`config.mk`:
```
export PLATFORM = sky130hd
export DESIGN_NAME = ts0_framer
export DESIGN_NICKNAME = d
export VERILOG_FILES = /design/src/rtl/ts0_pkg.sv /design/src/rtl/ts0_word_build.sv /design/src/rtl/ts0_frame_phase.sv /design/src/rtl/ts0_serializer.sv /design/src/rtl/ts0_framer.sv
export SDC_FILE = /design/constraint.sdc
export NUM_CORES = 1
export LEC_CHECK = 0
export BUFFER_PORTS_ARGS = -buffer_cell sky130_fd_sc_hd__buf_2
export CAP_MARGIN = 20
export CELL_PAD_IN_SITES_DETAIL_PLACEMENT = 1
export CELL_PAD_IN_SITES_GLOBAL_PLACEMENT = 1
export CORE_AREA = 2 2 39 41
export DETAILED_ROUTE_END_ITERATION = 8
export DIE_AREA = 0 0 41 43
export GPL_TIMING_DRIVEN = 0
export PLACE_DENSITY = 0.74
export SYNTH_ARGS = -nofsm -noshare
export SYNTH_HDL_FRONTEND = slang
export SYNTH_SLANG_ARGS = --single-unit
```
`constraint.sdc`:
```
create_clock -name clk -period 1.2 [get_ports clk]
set_clock_uncertainty 0.1 [all_clocks]
set_input_delay 0.3 -clock clk [delete_from_list [all_inputs] [get_ports clk]]
set_output_delay 0.3 -clock clk [all_outputs]
set_load 0.01 [all_outputs]
```
`src/rtl/ts0_pkg.sv`:
```
package ts0_pkg;
   localparam int SLOT_BITS = 8;
   localparam int USER_BITS = 6;
   localparam int FAW_BITS  = SLOT_BITS - 1;

   typedef logic [SLOT_BITS-1:0] slot_t;
   typedef logic [USER_BITS-1:0] user_t;
   typedef logic [FAW_BITS-1:0]  faw_t;

   localparam faw_t FAW_DEFAULT = 7'b0011011;
endpackage

```
`src/rtl/ts0_word_build.sv`:
```
module ts0_word_build
   import ts0_pkg::*;
#(
   parameter faw_t FAW_WORD   = FAW_DEFAULT,
   parameter logic GUARD_BIT  = 1'b1
) (
   input  logic  is_sync,
   input  logic  spare_sync,
   input  logic  spare_alt,
   input  user_t user,
   output slot_t word
);
   slot_t sync_word;
   slot_t alt_word;

   assign sync_word = {spare_sync, FAW_WORD};

   assign alt_word[SLOT_BITS-1] = spare_alt;
   assign alt_word[SLOT_BITS-2] = GUARD_BIT;
   for (genvar gi = 0; gi < USER_BITS; gi++) begin : g_user
      assign alt_word[gi] = user[gi];
   end

   assign word = is_sync ? sync_word : alt_word;
endmodule

```
`src/rtl/ts0_frame_phase.sv`:
```
module ts0_frame_phase #(
   parameter logic RESET_PHASE = 1'b1
) (
   input  logic clk,
   input  logic rst,
   input  logic mask,
   output logic slot_start,
   output logic phase
);
   logic mask_q;

   always_ff @(posedge clk) begin
      if (rst) begin
         mask_q <= 1'b0;
         phase  <= RESET_PHASE;
      end else begin
         mask_q <= mask;
         if (mask_q && !mask) phase <= ~phase;
      end
   end

   assign slot_start = mask && !mask_q;
endmodule

```
`src/rtl/ts0_serializer.sv`:
```
module ts0_serializer
   import ts0_pkg::*;
#(
   parameter logic IDLE_LEVEL = 1'b1
) (
   input  logic  clk,
   input  logic  rst,
   input  logic  load,
   input  logic  mask,
   input  slot_t word,
   output logic  serial
);
   localparam slot_t IDLE_FILL = {SLOT_BITS{IDLE_LEVEL}};
   slot_t shreg;

   always_ff @(posedge clk) begin
      if (rst) begin
         serial <= IDLE_LEVEL;
         shreg  <= IDLE_FILL;
      end else if (load) begin
         serial <= word[SLOT_BITS-1];
         shreg  <= {word[SLOT_BITS-2:0], IDLE_LEVEL};
      end else if (mask) begin
         serial <= shreg[SLOT_BITS-1];
         shreg  <= {shreg[SLOT_BITS-2:0], IDLE_LEVEL};
      end else begin
         serial <= IDLE_LEVEL;
         shreg  <= IDLE_FILL;
      end
   end
endmodule

```
`src/rtl/ts0_framer.sv`:
```
module ts0_framer
   import ts0_pkg::*;
#(
   parameter faw_t FAW_WORD    = FAW_DEFAULT,
   parameter logic IDLE_LEVEL  = 1'b1,
   parameter logic GUARD_BIT   = 1'b1,
   parameter logic RESET_PHASE = 1'b1
) (
   input  logic       clk,
   input  logic       rst,
   input  logic       slot0_mask,
   input  logic       spare_sync_bit,
   input  logic       spare_alt_bit,
   input  logic [5:0] user_bits,
   output logic       line_bit,
   output logic       sync_phase
);
   if (FAW_WORD[FAW_BITS-1] == GUARD_BIT) begin : g_bad_guard
      $error("guard bit must differ from the first bit of the alignment word");
   end
   if (USER_BITS + 2 != SLOT_BITS) begin : g_bad_width
      $error("user field width does not fill the slot");
   end

   logic  slot_start;
   slot_t word;

   ts0_frame_phase #(.RESET_PHASE(RESET_PHASE)) u_phase (
      .clk        (clk),
      .rst        (rst),
      .mask       (slot0_mask),
      .slot_start (slot_start),
      .phase      (sync_phase)
   );

   ts0_word_build #(.FAW_WORD(FAW_WORD), .GUARD_BIT(GUARD_BIT)) u_build (
      .is_sync    (sync_phase),
      .spare_sync (spare_sync_bit),
      .spare_alt  (spare_alt_bit),
      .user       (user_bits),
      .word       (word)
   );

   ts0_serializer #(.IDLE_LEVEL(IDLE_LEVEL)) u_ser (
      .clk    (clk),
      .rst    (rst),
      .load   (slot_start),
      .mask   (slot0_mask),
      .word   (word),
      .serial (line_bit)
   );
endmodule

```
# Word-level counts from Yosys, hierarchy flattened
# Index checks and enable logic that the tools add are counted.
# word_totals
input_bits,11
wordCells,16
output_inout_bits,2
regBits,11
# classes
mux,5
bitwise_logic,1
reduce_logical,5
# ops
operator,count
$mux W8,3
$logic_and A1 B1 Y1,2
$logic_not A1 Y1,2
$mux W1,2
$reduce_or A2 Y1,1
$not A1 Y1,1

# Depth between registers and ports, before layout
# Gate-level depths: netlist of run 1.
# logic_depth
word_depth,3
ltp_mapped,4
mapped_depth_nobuf,3

# Cells and area by module
# From an unflattened synthesis of run 1, not the netlist that was laid out.
# hier_totals
cells_unflattened,46
hier_area_um2,440.4
# by_module_without_submodules
mod,cells_per_inst,instances,seq_area_each_um2,area_per_inst_um2
ts0_serializer,30,1,160.2,295.3
ts0_frame_phase,8,1,40.0,83.8
ts0_word_build,8,1,0.0,61.3

# Least setup slack after synthesis of run 1
# No wires, ideal clock.
# synth_timing
path_type,reg-to-reg
start,register u_phase.phase
end,register u_ser.serial
setup_time_ps,117
slack_ps,26
path_stages_with_launch,5
synth_period_minus_slack_ps,1174
t_required_ps,983
t_arrival_ps,958
n_path_buf,1
path_cell_list,dfxtp_1 buf_6 mux2_4 mux2i_1 nand2_1
# synth_between
elab_chain_cells,2
# synth_lines
item,line_no,rtl
"start, declared",ts0_frame_phase.sv:8,output logic phase
"start signal, assigned",ts0_frame_phase.sv:18,if (mask_q && !mask) phase <= ~phase;
$mux W8,ts0_word_build.sv:24,assign word = is_sync ? sync_word : alt_word;
$mux W1,ts0_serializer.sv:20,end else if (load) begin
"end signal, assigned",ts0_serializer.sv:21,serial <= word[SLOT_BITS-1];
"end signal, assigned",ts0_serializer.sv:24,serial <= shreg[SLOT_BITS-1];
"end, declared",ts0_serializer.sv:11,output logic serial
# Every way passes these cells.
# A chain may end at the register's enable or synchronous reset.

# Worst setup path after layout of run 1
# Same ends and word-level chain as after synthesis.

==> results of run 1 <==
-- flip-flops by register name, indices dropped and copies added (netlist names) --
| signal | cells |
|---|---|
| u_phase.phase | 1 |
| u_ser.shreg | 7 |
| u_ser.serial | 1 |
| u_phase.mask_q | 1 |
-- per-layer routing --
layer  vias to the layer above  part of all wire (%)  track usage, %
li1                        157                     -               -
met1                       136                    47            9.09
met2                         9                    42            12.8
met3                         4                   7.7            4.71
met4                         0                   2.8            12.0
met5                         -                     0               0
-- synthesized netlist by cell type --
cell type | number | share of area (%)
o311ai_0 | 1 | 2.3
xnor2_1 | 1 | 2.3
nor2_1 | 1 | 1.0
dfxtp_1 | 10 | 54
nand2b_1 | 1 | 1.7
a22oi_1 | 1 | 2.0
nor3_1 | 3 | 4.0
nand3b_1 | 1 | 2.0
mux2_4 | 1 | 4.0
mux2i_1 | 1 | 2.7
buf_2 | 2 | 2.7
nor2b_1 | 5 | 8.4
buf_6 | 1 | 3.0
inv_1 | 1 | 1.0
nand2_1 | 4 | 4.0
a21oi_1 | 1 | 1.3
o21ai_0 | 3 | 4.0
-- where the power goes --
| part | internal [mW] | switching, mW |
|---|---|---|
| logic | 0.0388 | 0.0311 |
| clock network | 0.184 | 0.124 |
| registers | 0.345 | 0.00455 |
-- worst paths after layout --
check	from	to	slack [ps]	cells after the start
worst min-delay path	user_bits[0]	u_ser.shreg[1]	120	2
worst max-delay path	u_phase.phase	u_ser.serial	50	4
worst max register to register	u_phase.phase	u_ser.serial	50	4
worst min register to register	u_ser.shreg[6]	u_ser.shreg[7]	350	2
-- per-stage QoR --
step / hold slack, ps / std cells / cell area (um^2) / setup WS (ps) / utilization [%]
final: 115 / 70 / 490 / 47.1 / 35.4
after global routing: 111 / 70 / 490 / 0.183 / 35.4
after CTS: 106 / 70 / 490 / 33.6 / 35.4
after detailed placement: 335 / 66 / 454 / 37.3 / 32.8
after global placement: 327 / 66 / 454 / 61.2 / 32.8
after floorplan: 301 / 38 / 374 / 25.7 / -
-- cells in the final DEF, fill, tap and decap left out, types with 3 or more instances in the layout --
cell / n
clkbuf_4: 3
o21ai_0: 3
nor2b_1: 5
nand2_1: 4
buf_2: 14
nor3_1: 3
dfxtp_1: 10
-- cells by family after synthesis --
| logic type | after synthesis | synth area share [%] |
|---|---|---|
| and+or+nand+nor | 15 | 21.1 |
| DFF | 10 | 53.5 |
| AOI/OAI and AO/OA | 6 | 9.70 |
| buffers and inverters | 4 | 6.69 |
| muxes | 2 | 6.69 |
| xor gates and xnor gates | 1 | 2.34 |
-- final cells by class --
cell class | instances | share of cell area (%)
multi-input combinational | 24 | 30.4
timing repair buffer | 12 | 12.2
clock buffer | 4 | 7.40
sequential | 10 | 40.8
tap | 16 | 4.08
inverter | 1 | 0.765
buffer | 3 | 4.34
==> results.md, run 1 <==
- Final nets: 66
- Number of global-route vias before repair: 257
- Routed vias/inst: 4.37
- IO buf count: 12
- Leakage: roughly 0.21 nW
- Routed Antenna Nets: 0
- DRT Pass-1 Iters: 2
- DR vias: just over 300
- Highest clock rate: around 870 MHz
- Slew at the pin with the worst max-slew slack: ~280 ps
- Sequential cell area fraction in the yosys report: between 50% and 60%
- Gr usage total: under 10%
- 1st-iter DRT viols: 1
- Worst endpoint required time: ~1300 ps
- P&R area growth vs syn: 31.1%
- Cells after synthesis: 38
- CTS root buf: clkbuf_4
- Mapped cell area: around 370 um^2
- Fin crit share: between 90% and 100%
- Synth unique cells: 17
- Initial antenna violation count: 0
- Worst path cell trace: buf_6 -> mux2_4 -> mux2i_1 -> nand2_1
- Pwr Density: between 1000 and 1500 nW/um^2
- Maximum number of pins on one net before global-route repair: 11
- DP HPWL: approximately 500 um
- # diodes: 0
- First-pass GRT wire length: 1050 um
- Syn avg cell area: 9.84 um^2
- Clock-pin slew on the worst setup and hold paths: ~70 ps
- CP startpoint kind: flop
- Top Ports: 13
- H-tree depth: 1
- Worst setup path class: flop to flop
- Total power: around 730 uW
- Synth warnings: 0
- Cell row count: 14
- Multi-input gate area: roughly 150 um^2
- Final setup vio count: 0
- Crit path arrival time: around 1200 ps
- Die area: between 1500 and 2000 um^2
- Share of cells above drive strength 1: 37.0%
- Period minus WS final: 1150 ps
- CP endpoint kind: flop
- TNS Setup: 0 ps
- Chip Width: approximately 40 um
- CP peak stage delay: between 300 and 400 ps
- Hold Vio Cnt, Final: 0
- Worst-Skew Late Latency: 260 ps
- Peak supply drop: 453 uV
- Yosys reg bits: 10
- RSZ-0062 raised after global routing: false
- CTS tree: done
- Worst hold path class: primary input to flop
- Final WL: approximately 700 um
- Placer Congestion: just under 0.6
- CTS Sinks: 10
- Number of fillers in the final layout: between 150 and 200
- Total congestion overflow: 0
- Die span in y: between 40 and 50 um
- Cts repair resizes: 0
- Top Family by Delay on Critical Path: multiplexers
- Residual DRC: 0
- CTS buffer count: 3
- Core region area: ~1400 um^2
- Clk buf depth: 2
- Max-cap violations: 0
- Max_slew headroom: about four fifths
- Setup bufs post-CTS: 0
- Mapped Nets: roughly 50
- WP buf/inv: 1
- Hold buffers post-CTS: 0
- Status: completed
- Sequential Area: between 200 and 250 um^2
- Pins Over Slew Limit: 0
- DR WL/cell: about 10 um
- CP max FO: 7
- Starting Density: 27.0%
- Max stage delay cell, worst path: dfxtp_1
Power figures use the tool's default switching activity.
==> inputs of run 2 (changes only) <==
- PLACE_DENSITY: 0.74 -> 0.64
==> run 2 against run 1 <==
- total power down 12%
- non-clock buffer count up 2
- wire length grew 1.8%
- largest cell class unchanged
- sequential power about the same
- largest power group unchanged
- flip-flop and latch count unchanged
- fmax grew 1.9%
- critical endpoint unchanged
==> results.md, run 2 (synthesis results as in run 1) <==
- Status: completed (unchanged)
- Pwr Density: 1300 nW/um^2 (was 1480 nW/um^2)
- Fin crit share: 94.2% (was 96.1%)
- Most flops, register: u_ser.shreg (unchanged)
- DR WL/cell: 10.1 um (was 10.0 um)
- Max-cap violations: 0 (unchanged)
- Worst-Skew Late Latency: 250 ps (was 260 ps)
- Commonest non-fill, non-tap cell in the layout: buf_2 (unchanged)
- Maximum number of pins on one net before global-route repair: 11 (unchanged)
- Peak supply drop: 374 uV (was 453 uV)
- CP max FO: 5 (was 7)
- Clk buf depth: 2 (unchanged)
- Final setup vio count: 0 (unchanged)
- Depth of the most critical reg-to-reg path: 4 (unchanged)
- Number of fillers in the final layout: 181 (was 171)
- Worst hold path class: primary input to flop (unchanged)
- Commonest non-fill, non-tap cells in the layout: 14 x buf_2, 10 x dfxtp_1, 5 x nor2b_1, 4 x nand2_1 (unchanged)
- Die span in y: 43 um (unchanged)
- DP HPWL: 503 um (was 508 um)
- H-tree depth: 1 (unchanged)
- Cell row count: 14 (unchanged)
- IO buf count: 12 (unchanged)
- CTS Sinks: 10 (unchanged)
- Core region area: 1380 um^2 (unchanged)
- Clock-pin slew on the worst setup and hold paths: 60 ps (was 70 ps)
- Flop2flop setup slack: 70 ps (was 50 ps)
- CP startpoint kind: flop (unchanged)
- 1st-iter DRT viols: 0 (was 1)
- Hold Vio Cnt, Final: 0 (unchanged)
- CTS root buf: clkbuf_4 (unchanged)
- P&R area growth vs syn: 31.4% (was 31.1%)
- Share of cells above drive strength 1: 38.2% (was 37.0%)
- Max_slew headroom: 81.4% (was 81.3%)
- Placer Congestion: 0.674 (was 0.577)
- Highest clock rate: 884 MHz (was 867 MHz)
- Period minus WS final: 1130 ps (was 1150 ps)
- Worst endpoint required time: 1250 ps (was 1260 ps)
- Final nets: 68 (was 66)
- Starting Density: 27.0% (unchanged)
- Pins Over Slew Limit: 0 (unchanged)
- RR Endpoint: u_ser.serial (unchanged)
- Max FFs per register: 7 (unchanged)
- CTS tree: done (unchanged)
- Sequential Area: 200 um^2 (unchanged)
- Worst setup path class: flop to flop (unchanged)
- Routed vias/inst: 4.32 (was 4.37)
- Chip Width: 41 um (unchanged)
- Die area: 1760 um^2 (unchanged)
- Top Ports: 13 (unchanged)
- Routed Antenna Nets: 0 (unchanged)
- Initial antenna violation count: 0 (unchanged)
- Min-delay src: user_bits[0] (unchanged)
- Non-Filler Cell Area, Final: 492 um^2 (was 490 um^2)
- Hold depth: 2 (unchanged)
- DR vias: 307 (was 306)
- Hold path endpoint: u_ser.shreg[1] (unchanged)
- First-pass GRT wire length: 1170 um (was 1050 um)
- Worst r2r src: u_phase.phase (unchanged)
- Crit path arrival time: 1180 ps (was 1220 ps)
- Multi-input gate area: 149 um^2 (unchanged)
- Residual DRC: 0 (unchanged)
- DRT Pass-1 Iters: 1 (was 2)
- Gr usage total: 10.4% (was 9.67%)
- RSZ-0062 raised after global routing: false (unchanged)
- Final WL: 716 um (was 703 um)
- # diodes: 0 (unchanged)
- CTS buffer count: 3 (unchanged)
- Leakage: 0.210 nW (was 0.209 nW)
- Slew at the pin with the worst max-slew slack: 275 ps (was 277 ps)
- CP endpoint kind: flop (unchanged)
- Total congestion overflow: 0 (unchanged)
- Area of placed instances: 454 um^2 (unchanged)
- Number of global-route vias before repair: 289 (was 257)
- TNS Setup: 0 ps (unchanged)
[run 2: layout make-up]
class                      count  area share [%]
clock buffer                   3            4.58
timing repair buffer          14            15.3
multi-input combinational     24            30.3
buffer                         3            4.33
tap                           16            4.07
sequential                    10            40.7
inverter                       1           0.763
[run 2: report_power, final]
| group | internal, mW | total, mW | switching (mW) | leakage, nW |
|---|---|---|---|---|
| clock | 0.115 | 0.215 | 0.0995 | 0.0138 |
| combinational | 0.0434 | 0.0752 | 0.0317 | 0.115 |
| sequential | 0.345 | 0.350 | 0.00502 | 0.0821 |
[run 2: through the flow]
step | setup slack (ps) | power (mW) | std cells | hold slack, ps | utilization (%)
after floorplan | 25.7 | 0.400 | 38 | 301 | -
final | 69.1 | 0.640 | 71 | 132 | 35.5
after detailed placement | 39.9 | 0.429 | 66 | 335 | 32.8
after global placement | 58.9 | 0.427 | 66 | 328 | 32.8
after CTS | 31.2 | 0.646 | 69 | 132 | 34.4
after global routing | 17.5 | 0.680 | 71 | 138 | 35.5
[run 2: how the worst max path moves through the flow]
stage	to	slack, ps	start	cells after the start
2_1_floorplan	u_ser.serial	30	u_phase.phase	4
3_3_place_gp	u_ser.serial	60	u_phase.phase	4
3_5_place_dp	u_ser.serial	40	u_phase.phase	4
4_1_cts	u_ser.serial	30	u_phase.phase	4
5_1_grt	u_ser.serial	20	u_phase.phase	4
6_report	u_ser.serial	70	u_phase.phase	4
[run 2: layer usage]
layer | up-vias | wire length [um] | GRT usage, %
li1 | 159 | - | -
met1 | 135 | 295 | 11.4
met2 | 9 | 366 | 15.6
met3 | 4 | 27 | 1.57
met4 | 0 | 27 | 10.0
met5 | - | 0 | 0
[run 2: what timing repair did]
item,in CTS,in global routing
hold buffers,0,0
endpoints found under the setup margin,0,1
gates resized for setup,0,0
buffers inserted,0,2
[run 2: critical path, cell delays in order, from the launching register on]
cell and delay (ps):
dfxtp_1 330, buf_6 120, mux2_4 290, mux2i_1 120
nand2_1 60
